`config.mk`:
```
export PLATFORM = sky130hd
export DESIGN_NAME = launch_capture_seq
export DESIGN_NICKNAME = d
export VERILOG_FILES = /design/src/rtl/lcs_pkg.sv /design/src/rtl/lcs_timer.sv /design/src/rtl/lcs_ctrl.sv /design/src/rtl/lcs_result.sv /design/src/rtl/launch_capture_seq.sv
export SDC_FILE = /design/constraint.sdc
export NUM_CORES = 1
export LEC_CHECK = 0
export CAP_MARGIN = 10
export CORE_MARGIN = 8
export CORE_UTILIZATION = 35
export CTS_CLUSTER_DIAMETER = 80
export CTS_CLUSTER_SIZE = 14
export DETAILED_ROUTE_END_ITERATION = 10
export DONT_BUFFER_PORTS = 1
export RECOVER_POWER = 50
export SETUP_SLACK_MARGIN = 0.02
export SYNTH_ARGS = -nofsm -noshare
export SYNTH_HDL_FRONTEND = slang
export SYNTH_SLANG_ARGS = --single-unit
```
`constraint.sdc`:
```
create_clock -name clk -period 2.8 [get_ports clk]
set_input_delay 0.42 -clock clk [delete_from_list [all_inputs] [get_ports clk]]
set_output_delay 0.42 -clock clk [all_outputs]
set_load 0.01 [all_outputs]
```
`src/rtl/lcs_pkg.sv`:
```
`timescale 1ns/1ps
package lcs_pkg;

  typedef enum logic [2:0] {
    ST_IDLE     = 3'd0,
    ST_LOAD_P1  = 3'd1,
    ST_SETTLE   = 3'd2,
    ST_LOAD_P2  = 3'd3,
    ST_WAIT_CAP = 3'd4,
    ST_COMPARE  = 3'd5,
    ST_REPORT   = 3'd6
  } lcs_state_e;

endpackage

```
`src/rtl/lcs_timer.sv`:
```
`timescale 1ns/1ps
module lcs_timer #(
  parameter int CW = 16
) (
  input  logic          clk,
  input  logic          rst_n,
  input  logic          load,
  input  logic [CW-1:0] load_val,
  output logic          done
);

  logic [CW-1:0] cnt_q;

  always_ff @(posedge clk) begin
    if (!rst_n)              cnt_q <= '0;
    else if (load)           cnt_q <= load_val;
    else if (cnt_q != '0)    cnt_q <= cnt_q - CW'(1);
  end

  assign done = (cnt_q == CW'(1));


  timer_load_nonzero_chk: assert property (@(posedge clk) disable iff (!rst_n)
    load |-> (load_val != '0));

endmodule

```
`src/rtl/lcs_ctrl.sv`:
```
`timescale 1ns/1ps
module lcs_ctrl
  import lcs_pkg::*;
(
  input  logic clk,
  input  logic rst_n,
  input  logic accept,
  input  logic timer_done,
  output logic idle,
  output logic launch_p1,
  output logic launch_p2,
  output logic capture,
  output logic compare,
  output logic report,
  output logic tmr_load,
  output logic tmr_sel_rated
);

  lcs_state_e state_q, state_d;

  always_comb begin
    state_d = state_q;
    case (state_q)
      ST_IDLE:     if (accept) state_d = ST_LOAD_P1;
      ST_LOAD_P1:  state_d = ST_SETTLE;
      ST_SETTLE:   if (timer_done) state_d = ST_LOAD_P2;
      ST_LOAD_P2:  state_d = ST_WAIT_CAP;
      ST_WAIT_CAP: if (timer_done) state_d = ST_COMPARE;
      ST_COMPARE:  state_d = ST_REPORT;
      ST_REPORT:   state_d = ST_IDLE;
      default:     state_d = ST_IDLE;
    endcase
  end

  always_ff @(posedge clk) begin
    if (!rst_n) state_q <= ST_IDLE;
    else        state_q <= state_d;
  end

  assign idle          = (state_q == ST_IDLE);
  assign launch_p1     = (state_q == ST_LOAD_P1);
  assign launch_p2     = (state_q == ST_LOAD_P2);
  assign capture       = (state_q == ST_WAIT_CAP) && timer_done;
  assign compare       = (state_q == ST_COMPARE);
  assign report        = (state_q == ST_REPORT);
  assign tmr_load      = launch_p1 || launch_p2;
  assign tmr_sel_rated = launch_p2;


  state_legal_chk: assert property (@(posedge clk) disable iff (!rst_n)
    state_q inside {ST_IDLE, ST_LOAD_P1, ST_SETTLE, ST_LOAD_P2,
                    ST_WAIT_CAP, ST_COMPARE, ST_REPORT});


  compare_to_report_chk: assert property (@(posedge clk) disable iff (!rst_n)
    compare |=> report);

endmodule

```
`src/rtl/lcs_result.sv`:
```
`timescale 1ns/1ps
module lcs_result #(
  parameter int OW  = 8,
  parameter int FCW = 8
) (
  input  logic           clk,
  input  logic           rst_n,
  input  logic           capture,
  input  logic [OW-1:0]  sample,
  input  logic           compare,
  input  logic [OW-1:0]  expect_word,
  input  logic           clr,
  output logic [OW-1:0]  cap_q,
  output logic           fail_q,
  output logic [FCW-1:0] cnt_q
);

  function automatic logic word_differs(input logic [OW-1:0] a, input logic [OW-1:0] b);
    return |(a ^ b);
  endfunction

  logic mism;
  assign mism = word_differs(cap_q, expect_word);

  always_ff @(posedge clk) begin
    if (!rst_n)       cap_q <= '0;
    else if (capture) cap_q <= sample;
  end

  always_ff @(posedge clk) begin
    if (!rst_n)       fail_q <= 1'b0;
    else if (compare) fail_q <= mism;
  end

  always_ff @(posedge clk) begin
    if (!rst_n)                cnt_q <= '0;
    else if (clr)              cnt_q <= '0;
    else if (compare && mism)  cnt_q <= cnt_q + FCW'(1);
  end


  clr_zero_chk: assert property (@(posedge clk) disable iff (!rst_n)
    clr |=> (cnt_q == '0));


  idle_count_stable_chk: assert property (@(posedge clk) disable iff (!rst_n)
    (!compare && !clr) |=> $stable(cnt_q));

endmodule

```
`src/rtl/launch_capture_seq.sv`:
```
`timescale 1ns/1ps
module launch_capture_seq #(
  parameter int PW  = 8,
  parameter int OW  = 8,
  parameter int CW  = 16,
  parameter int FCW = 8
) (
  input  logic           clk,
  input  logic           rst_n,
  input  logic           clr_fail_cnt,
  input  logic [CW-1:0]  cfg_settle_cycles,
  input  logic [CW-1:0]  cfg_rated_cycles,
  output logic           cfg_error,
  input  logic           pair_valid,
  output logic           pair_ready,
  input  logic [PW-1:0]  pair_init,
  input  logic [PW-1:0]  pair_launch,
  input  logic [OW-1:0]  pair_expect,
  output logic [PW-1:0]  cut_drive,
  output logic           launch_strobe,
  output logic           capture_strobe,
  input  logic [OW-1:0]  cut_sample,
  output logic           res_valid,
  output logic           res_fail,
  output logic [OW-1:0]  res_captured,
  output logic [FCW-1:0] res_fail_count
);

  localparam int GW = CW + 1;

  function automatic logic timing_illegal(input logic [CW-1:0] settle, input logic [CW-1:0] rated);
    return (rated == '0) || (rated >= settle);
  endfunction

  function automatic logic [CW-1:0] settle_preload(input logic [CW-1:0] settle);
    return settle - CW'(1);
  endfunction

  logic idle_w, launch_p1_w, launch_p2_w, capture_w, compare_w, report_w;
  logic tmr_load_w, tmr_sel_w, tmr_done_w, accept_w;

  logic [PW-1:0] p1_q, p2_q;
  logic [OW-1:0] exp_q;
  logic [CW-1:0] settle_q, rated_q, tmr_val_w;

  assign cfg_error  = timing_illegal(cfg_settle_cycles, cfg_rated_cycles);
  assign pair_ready = idle_w && !cfg_error;
  assign accept_w   = pair_valid && pair_ready;

  always_ff @(posedge clk) begin
    if (!rst_n) begin
      p1_q     <= '0;
      p2_q     <= '0;
      exp_q    <= '0;
      settle_q <= CW'(2);
      rated_q  <= CW'(1);
    end else if (accept_w) begin
      p1_q     <= pair_init;
      p2_q     <= pair_launch;
      exp_q    <= pair_expect;
      settle_q <= cfg_settle_cycles;
      rated_q  <= cfg_rated_cycles;
    end
  end

  always_ff @(posedge clk) begin
    if (!rst_n)           cut_drive <= '0;
    else if (launch_p1_w) cut_drive <= p1_q;
    else if (launch_p2_w) cut_drive <= p2_q;
  end

  assign tmr_val_w = tmr_sel_w ? rated_q : settle_preload(settle_q);

  lcs_ctrl u_ctrl (
    .clk           (clk),
    .rst_n         (rst_n),
    .accept        (accept_w),
    .timer_done    (tmr_done_w),
    .idle          (idle_w),
    .launch_p1     (launch_p1_w),
    .launch_p2     (launch_p2_w),
    .capture       (capture_w),
    .compare       (compare_w),
    .report        (report_w),
    .tmr_load      (tmr_load_w),
    .tmr_sel_rated (tmr_sel_w)
  );

  lcs_timer #(.CW(CW)) u_timer (
    .clk      (clk),
    .rst_n    (rst_n),
    .load     (tmr_load_w),
    .load_val (tmr_val_w),
    .done     (tmr_done_w)
  );

  lcs_result #(.OW(OW), .FCW(FCW)) u_result (
    .clk         (clk),
    .rst_n       (rst_n),
    .capture     (capture_w),
    .sample      (cut_sample),
    .compare     (compare_w),
    .expect_word (exp_q),
    .clr         (clr_fail_cnt),
    .cap_q       (res_captured),
    .fail_q      (res_fail),
    .cnt_q       (res_fail_count)
  );

  assign launch_strobe  = launch_p1_w || launch_p2_w;
  assign capture_strobe = capture_w;
  assign res_valid      = report_w;

  // Gap counter: cycles since the last strobe, saturating.
  logic [GW-1:0] gap_q;
  always_ff @(posedge clk) begin
    if (!rst_n)                              gap_q <= '0;
    else if (launch_strobe || capture_strobe) gap_q <= GW'(1);
    else if (gap_q != '1)                    gap_q <= gap_q + GW'(1);
  end


  accept_launch_chk: assert property (@(posedge clk) disable iff (!rst_n)
    accept_w |=> launch_strobe);


  busy_not_ready_chk: assert property (@(posedge clk) disable iff (!rst_n)
    (launch_strobe || capture_strobe) |-> !pair_ready);


  settle_gap_chk: assert property (@(posedge clk) disable iff (!rst_n)
    launch_p2_w |-> (gap_q == {1'b0, settle_q}));


  rated_gap_chk: assert property (@(posedge clk) disable iff (!rst_n)
    capture_strobe |-> (gap_q == {1'b0, rated_q}));


  capture_to_compare_chk: assert property (@(posedge clk) disable iff (!rst_n)
    capture_strobe |=> compare_w);


  single_beat_chk: assert property (@(posedge clk) disable iff (!rst_n)
    res_valid |=> !res_valid);


  strobes_exclusive_chk: assert property (@(posedge clk) disable iff (!rst_n)
    $onehot0({launch_strobe, capture_strobe, res_valid}));


  count_step_chk: assert property (@(posedge clk) disable iff (!rst_n)
    (res_valid && !$past(clr_fail_cnt)) |->
      (res_fail_count == $past(res_fail_count) + FCW'(res_fail)));


  err_blocks_chk: assert property (@(posedge clk) disable iff (!rst_n)
    cfg_error |-> !pair_ready);

endmodule

```
# After elaboration in Yosys (flattened, before gate mapping)
# Cells that the tools add are included.
word_totals:
  input_bits: 68
  register_bits: 100
classes:
  bitwise: 2
  muxes: 9
  magnitude_cmp: 1
  n_addsub: 3
  n_reduce_logical: 15
  n_eq_ne: 10
op_table:
  columns: ["operator", "n"]
  rows:
  - ["16-bit 2-to-1 mux", 3]
  - ["16-bit by 1-bit subtractor with 16-bit output, second input constant", 2]
  - ["3-bit one-hot mux with 6 select lines", 1]
  - ["16-bit by 1-bit equality test with 1-bit output, second input constant", 1]
  - ["16-bit greater-or-equal comparator", 1]
  - ["16-bit logical NOT", 1]
  - ["8-bit 2-to-1 mux", 2]
  - ["16-bit nonzero test", 1]
  - ["3-bit equality test, second input constant", 3]
  - ["3-bit 2-to-1 mux", 3]
  - ["8-bit by 1-bit adder with 8-bit output, second input constant", 1]
  - ["8-bit OR reduction", 1]
  - ["8-bit XOR", 1]
  - ["3-bit by 2-bit equality test with 1-bit output, second input constant", 2]
  - ["2-bit by 1-bit != test with 1-bit output, second input constant", 3]
  - ["1-bit logical AND", 4]
  - ["2-bit nonzero test", 2]
  - ["3-bit by 1-bit equality test with 1-bit output, second input constant", 1]
  - ["3-bit logical NOT", 1]
  - ["3-bit AND reduction", 1]
  - ["1-bit logical OR", 2]
  - ["2-bit OR reduction", 1]
  - ["1-bit logical NOT", 1]
  - ["1-bit NOT", 1]

# Depth between registers and ports, before layout
logic_depth:
  depth_word: 7
  mapped_depth: 9
  mapped_depth_nobuf: 7

# By module
# A second synthesis with hierarchy kept.
unflattened:
  hier_cells: 648
  area_unflattened_um2: 5465.2
modules_own_cells:
  columns: ["module", "cells_per_inst", "instances", "seq_area_each_um2", "area_each_um2"]
  rows:
  - ["launch_capture_seq", 423, 1, 1281.2, 3487.1]
  - ["lcs_timer", 115, 1, 320.3, 918.4]
  - ["lcs_result", 88, 1, 340.3, 852.1]
  - ["lcs_ctrl", 22, 1, 60.1, 207.7]

# Least setup slack after synthesis
# No wires, ideal clock.
synth_timing:
  path_type: "input -> output"
  startpoint: "input cfg_rated_cycles[0]"
  endpoint: "output pair_ready"
  slack_ns: 0.314
  cell_stages: 7
  required_time_ns: 2.380
  arrival_time_ns: 2.066
  cell_sequence: "inv_1 > ha_1 > nand2b_1 > a2111oi_4 > o31ai_4 > or4_4 > nor2b_1"
synth_via:
  elab_chain_cells: 4
synth_rtl:
  columns: ["element", "line", "text"]
  rows:
  - ["start: declaration", "launch_capture_seq.sv:12", "input logic [CW-1:0] cfg_rated_cycles,"]
  - ["16-bit greater-or-equal comparator / 16-bit logical NOT (equally long branches)", "launch_capture_seq.sv:32", "return (rated == '0) || (rated >= settle);"]
  - ["1-bit logical OR *", "launch_capture_seq.sv:32", null]
  - ["via cfg_error", "launch_capture_seq.sv:13", "output logic cfg_error,"]
  - ["1-bit logical NOT *", "launch_capture_seq.sv:47", "assign pair_ready = idle_w && !cfg_error;"]
  - ["1-bit logical AND *", "launch_capture_seq.sv:47", null]
  - ["end: declaration", "launch_capture_seq.sv:15", "output logic pair_ready,"]
# Mark *: on every way through the listed nets, which the timed path passes. The rest lies on a longest branch.

# Worst setup path after layout
layout_timing:
  startpoint: "input cfg_rated_cycles[0]"
  endpoint: "output pair_ready"
layout_via:
  elab_chain_cells: 4
layout_rtl:
  columns: ["element", "line"]
  rows:
  - ["16-bit greater-or-equal comparator / 16-bit logical NOT (equally long branches)", "launch_capture_seq.sv:32"]
  - ["1-bit logical OR *", "launch_capture_seq.sv:32"]
  - ["1-bit logical NOT *", "launch_capture_seq.sv:47"]
  - ["1-bit logical AND *", "launch_capture_seq.sv:47"]
# Every way passes the cells marked *; elsewhere a longest branch is shown, timed or not.

==> impl_metrics.yaml <==
drt:
  vias: 4311
  final_antenna_net_count: 0
  drt_first_pass_iters: 5
  drc_errors: 0
  wl_per_cell_um: 16.8
  vias_per_cell: 5.28
  drtIter0Drc: 263
  routed_wl_um: 13800
clock_tree:
  path_clk_slew_ns: 0.07
  cts_tree: "built"
  clock-root-buffer: "clkbuf_16"
  clock_path_buffers: 2
  cts-buffers-inserted: 9
  ctsHoldBuffers: 0
  clock_sinks: 100
  clk_latency_ns: 0.35
  htreeDepth: 3
  cts_resized: 0
  post-cts-setup-buffers: 0
grt:
  grt_first_pass_wirelength_um: 22400
  grt_max_degree: 149
  antenna_found_initial: 0
  overflow: 0
  grt_pass1_vias: 4293
  grt_util_all_layers_pct: 13.9
synth:
  avgSynthCellArea_sq_um: 8.63
  synth_edf_count: 0
  yosysWarnings: 0
  synth_xor_area_share_pct: 5.46
  synthAdderAreaFrac_pct: 4.59
  async_reset_ff_share_pct: 0
  synth_top_family_by_area: "simple AND/OR/NAND/NOR gates"
  syn_area_sq_mm: 0.00545
  synth_mux_area_share_pct: 12.1
  synth_nets: 720
  synthDominantCellAreaShare_pct: 36.7
  synth_simple_gate_area_share_pct: 24.1
  yosys-top-cells-area: "dfxtp_1, mux2i_1, nand2_1, ha_1, xor2_1"
  synth_seq_cells: 100
  ys_types: 62
  ys.flop_type: "dfxtp_1"
  synth_compound_area_share_pct: 10.9
  ys_seq_area_share_pct: 36.7
  syn_inst: 632
  synth_top_area_cell: "dfxtp_1"
critical_path:
  cp_data_required_time_ns: 2.38
  cp_slowest_cell: "or4_4"
  critPathLaunchType: "input port"
  path_max_fanout: 2
  cp_slowest_stage_delay_ns: 0.44
  r2r_start: "u_ctrl.state_q[1]$_SDFFE_PN0P_"
  cp_common_cell: "buf_4"
  crit_chain: "inv_1 > ha_1 > nand2b_1 > a2111oi_4 > o31ai_4 > or4_4 > nor2b_1 > buf_4 > buf_4"
  worstSetupEndpointType: "output port"
  critPathKind: "in2out"
  crit_buf_inv: 3
  crit_arrival_ns: 2.25
  crit_family: "simple AND/OR/NAND/NOR gates"
  startpoint: "cfg_rated_cycles[0]"
job:
  cap_viol_max_count: 0
outcome:
  status: "finished clean"
placement:
  placed_area_sq_mm: 0.00559
  dp_hpwl_um: 10200
  post-place-ws_ns: 0.135
  portBuffers: 0
  place_congestion: 0.840
power:
  p_leak_nw: 2.33
  peakVddDrop_mv: 0.335
  power.density_mw_per_mm2: 733
floorplan:
  fp.dieH_um: 141
  die_w_um: 141
  io_pins: 98
  start_util_pct: 35.9
  fp.coreArea_sq_mm: 0.0152
  dieArea_sq_mm: 0.0198
  rows: 45
timing:
  setup_violations: 0
  skew_ns: 0.00681
  worst_slew_pin_slew_ns: 0.979
  fin_setup_tns_ns: 0
  finalHoldViolations: 0
  period_minus_slack_ns: 2.67
  rsz0062_at_grt: "false"
  fmax_ghz: 0.375
  drv_slew: 0
  setup_ws_ns: 0.135
  maxSlewHeadroom_pct: 34.7
  fin_crit_sh_pct: 95.2
cells_and_area:
  antenna-diode-count: 0
  area_growth_pct: 7.32
  finalInstanceArea_sq_mm: 0.00585
  drive_gt1_share_pct: 6.68
  fillerInstances: 1565
  final_nets: 712
worst_hold_path:
  min_from: "cut_sample[4]"
  worst_hold_path_type: "in2reg"
[power by group]
group	total (mW)	leakage [nW]	internal, mW	switching (mW)
logic	1.28	1.37	0.612	0.670
registers	1.80	0.817	1.61	0.190
clock network	1.21	0.138	0.639	0.572
[worst register-to-register path, stage by stage, from the launching register on]
cell,delay [ns]
dfxtp_1,0.32
clkbuf_2,0.53
nor2b_1,0.33
nand2_1,0.19
a21oi_1,0.54
a211oi_1,0.16
a31o_1,0.21
[sequential cells by signal, summed over array words and instances (netlist names)]
signal,cells
u_ctrl.state_q,3
p2_q,8
u_timer.cnt_q,16
rated_q,16
u_result.fail_q,1
settle_q,16
u_result.cap_q,8
cut_drive,8
p1_q,8
exp_q,8
u_result.cnt_q,8
[synth_stat cells (14+ instances only)]
| cell type | instances |
|---|---|
| nand2_1 | 147 |
| dfxtp_1 | 100 |
| clkbuf_1 | 24 |
| nand3_1 | 30 |
| a21oi_1 | 14 |
| xnor2_1 | 16 |
| inv_1 | 26 |
| nor2_1 | 25 |
| ha_1 | 20 |
| mux2i_1 | 66 |
| xor2_1 | 18 |
[area by class of cell]
cell class,count,area [sq um],share of cell area (%)
clock buffers,11,243,4.15
inverters,28,106,1.82
repair buffers,16,100,1.71
multi-input cells,469,3120,53.4
flip-flops and latches,100,2000,34.2
well taps,188,235,4.02
clock inverters,5,41.3,0.706
[path summary, 6_finish.rpt]
path	to	slack (ns)	cells after the start
worst max-delay path	pair_ready	0.13	9
worst min-delay path	u_result.cap_q[4]$_SDFFE_PN0P_	0.20	2
worst max register to register	u_result.cnt_q[6]$_SDFFE_PP0P_	0.41	6
worst min register to register	p1_q[2]$_SDFFE_PN0P_	0.46	2
[routing by layer]
metal	global-route usage, %	routed length (um)
met3	4.22	785
met2	22.2	6470
met4	4.30	173
met5	0	0
met1	17.7	6330
[cells in the final DEF (no fill, tap or decap), types with 8 or more instances in the layout]
| cell type | count |
|---|---|
| o21ai_0 | 10 |
| nand3_1 | 30 |
| nand4_1 | 11 |
| a211oi_1 | 11 |
| dfxtp_1 | 100 |
| clkbuf_16 | 9 |
| nand2_1 | 147 |
| mux2i_1 | 66 |
| nor2_1 | 25 |
| inv_1 | 26 |
| o211a_1 | 9 |
| xor2_1 | 18 |
| a21oi_1 | 14 |
| nor2b_1 | 8 |
| ha_1 | 20 |
| xnor2_1 | 16 |
| buf_4 | 10 |
[per-stage QoR]
stage | instances | util (%) | hold slack, ns | total power, mW
2_1_floorplan | 632 | - | 0.430 | 2.82
3_3_place_gp | 801 | 36.8 | 0.444 | 3.07
3_5_place_dp | 801 | 36.8 | 0.449 | 3.11
4_1_cts | 817 | 38.7 | 0.172 | 4.33
5_1_grt | 817 | 38.5 | 0.182 | 4.56
6_report | 817 | 38.5 | 0.197 | 4.29
[logic make-up after synthesis]
kind of cell / count (synthesis)
buffers and inverters: 63
and+or+nand+nor: 269
AOI/OAI and AO/OA: 80
muxes: 66
xor gates and xnor gates: 34
adders and majority gates: 20
DFF: 100
(Power assumes the default switching activity.)
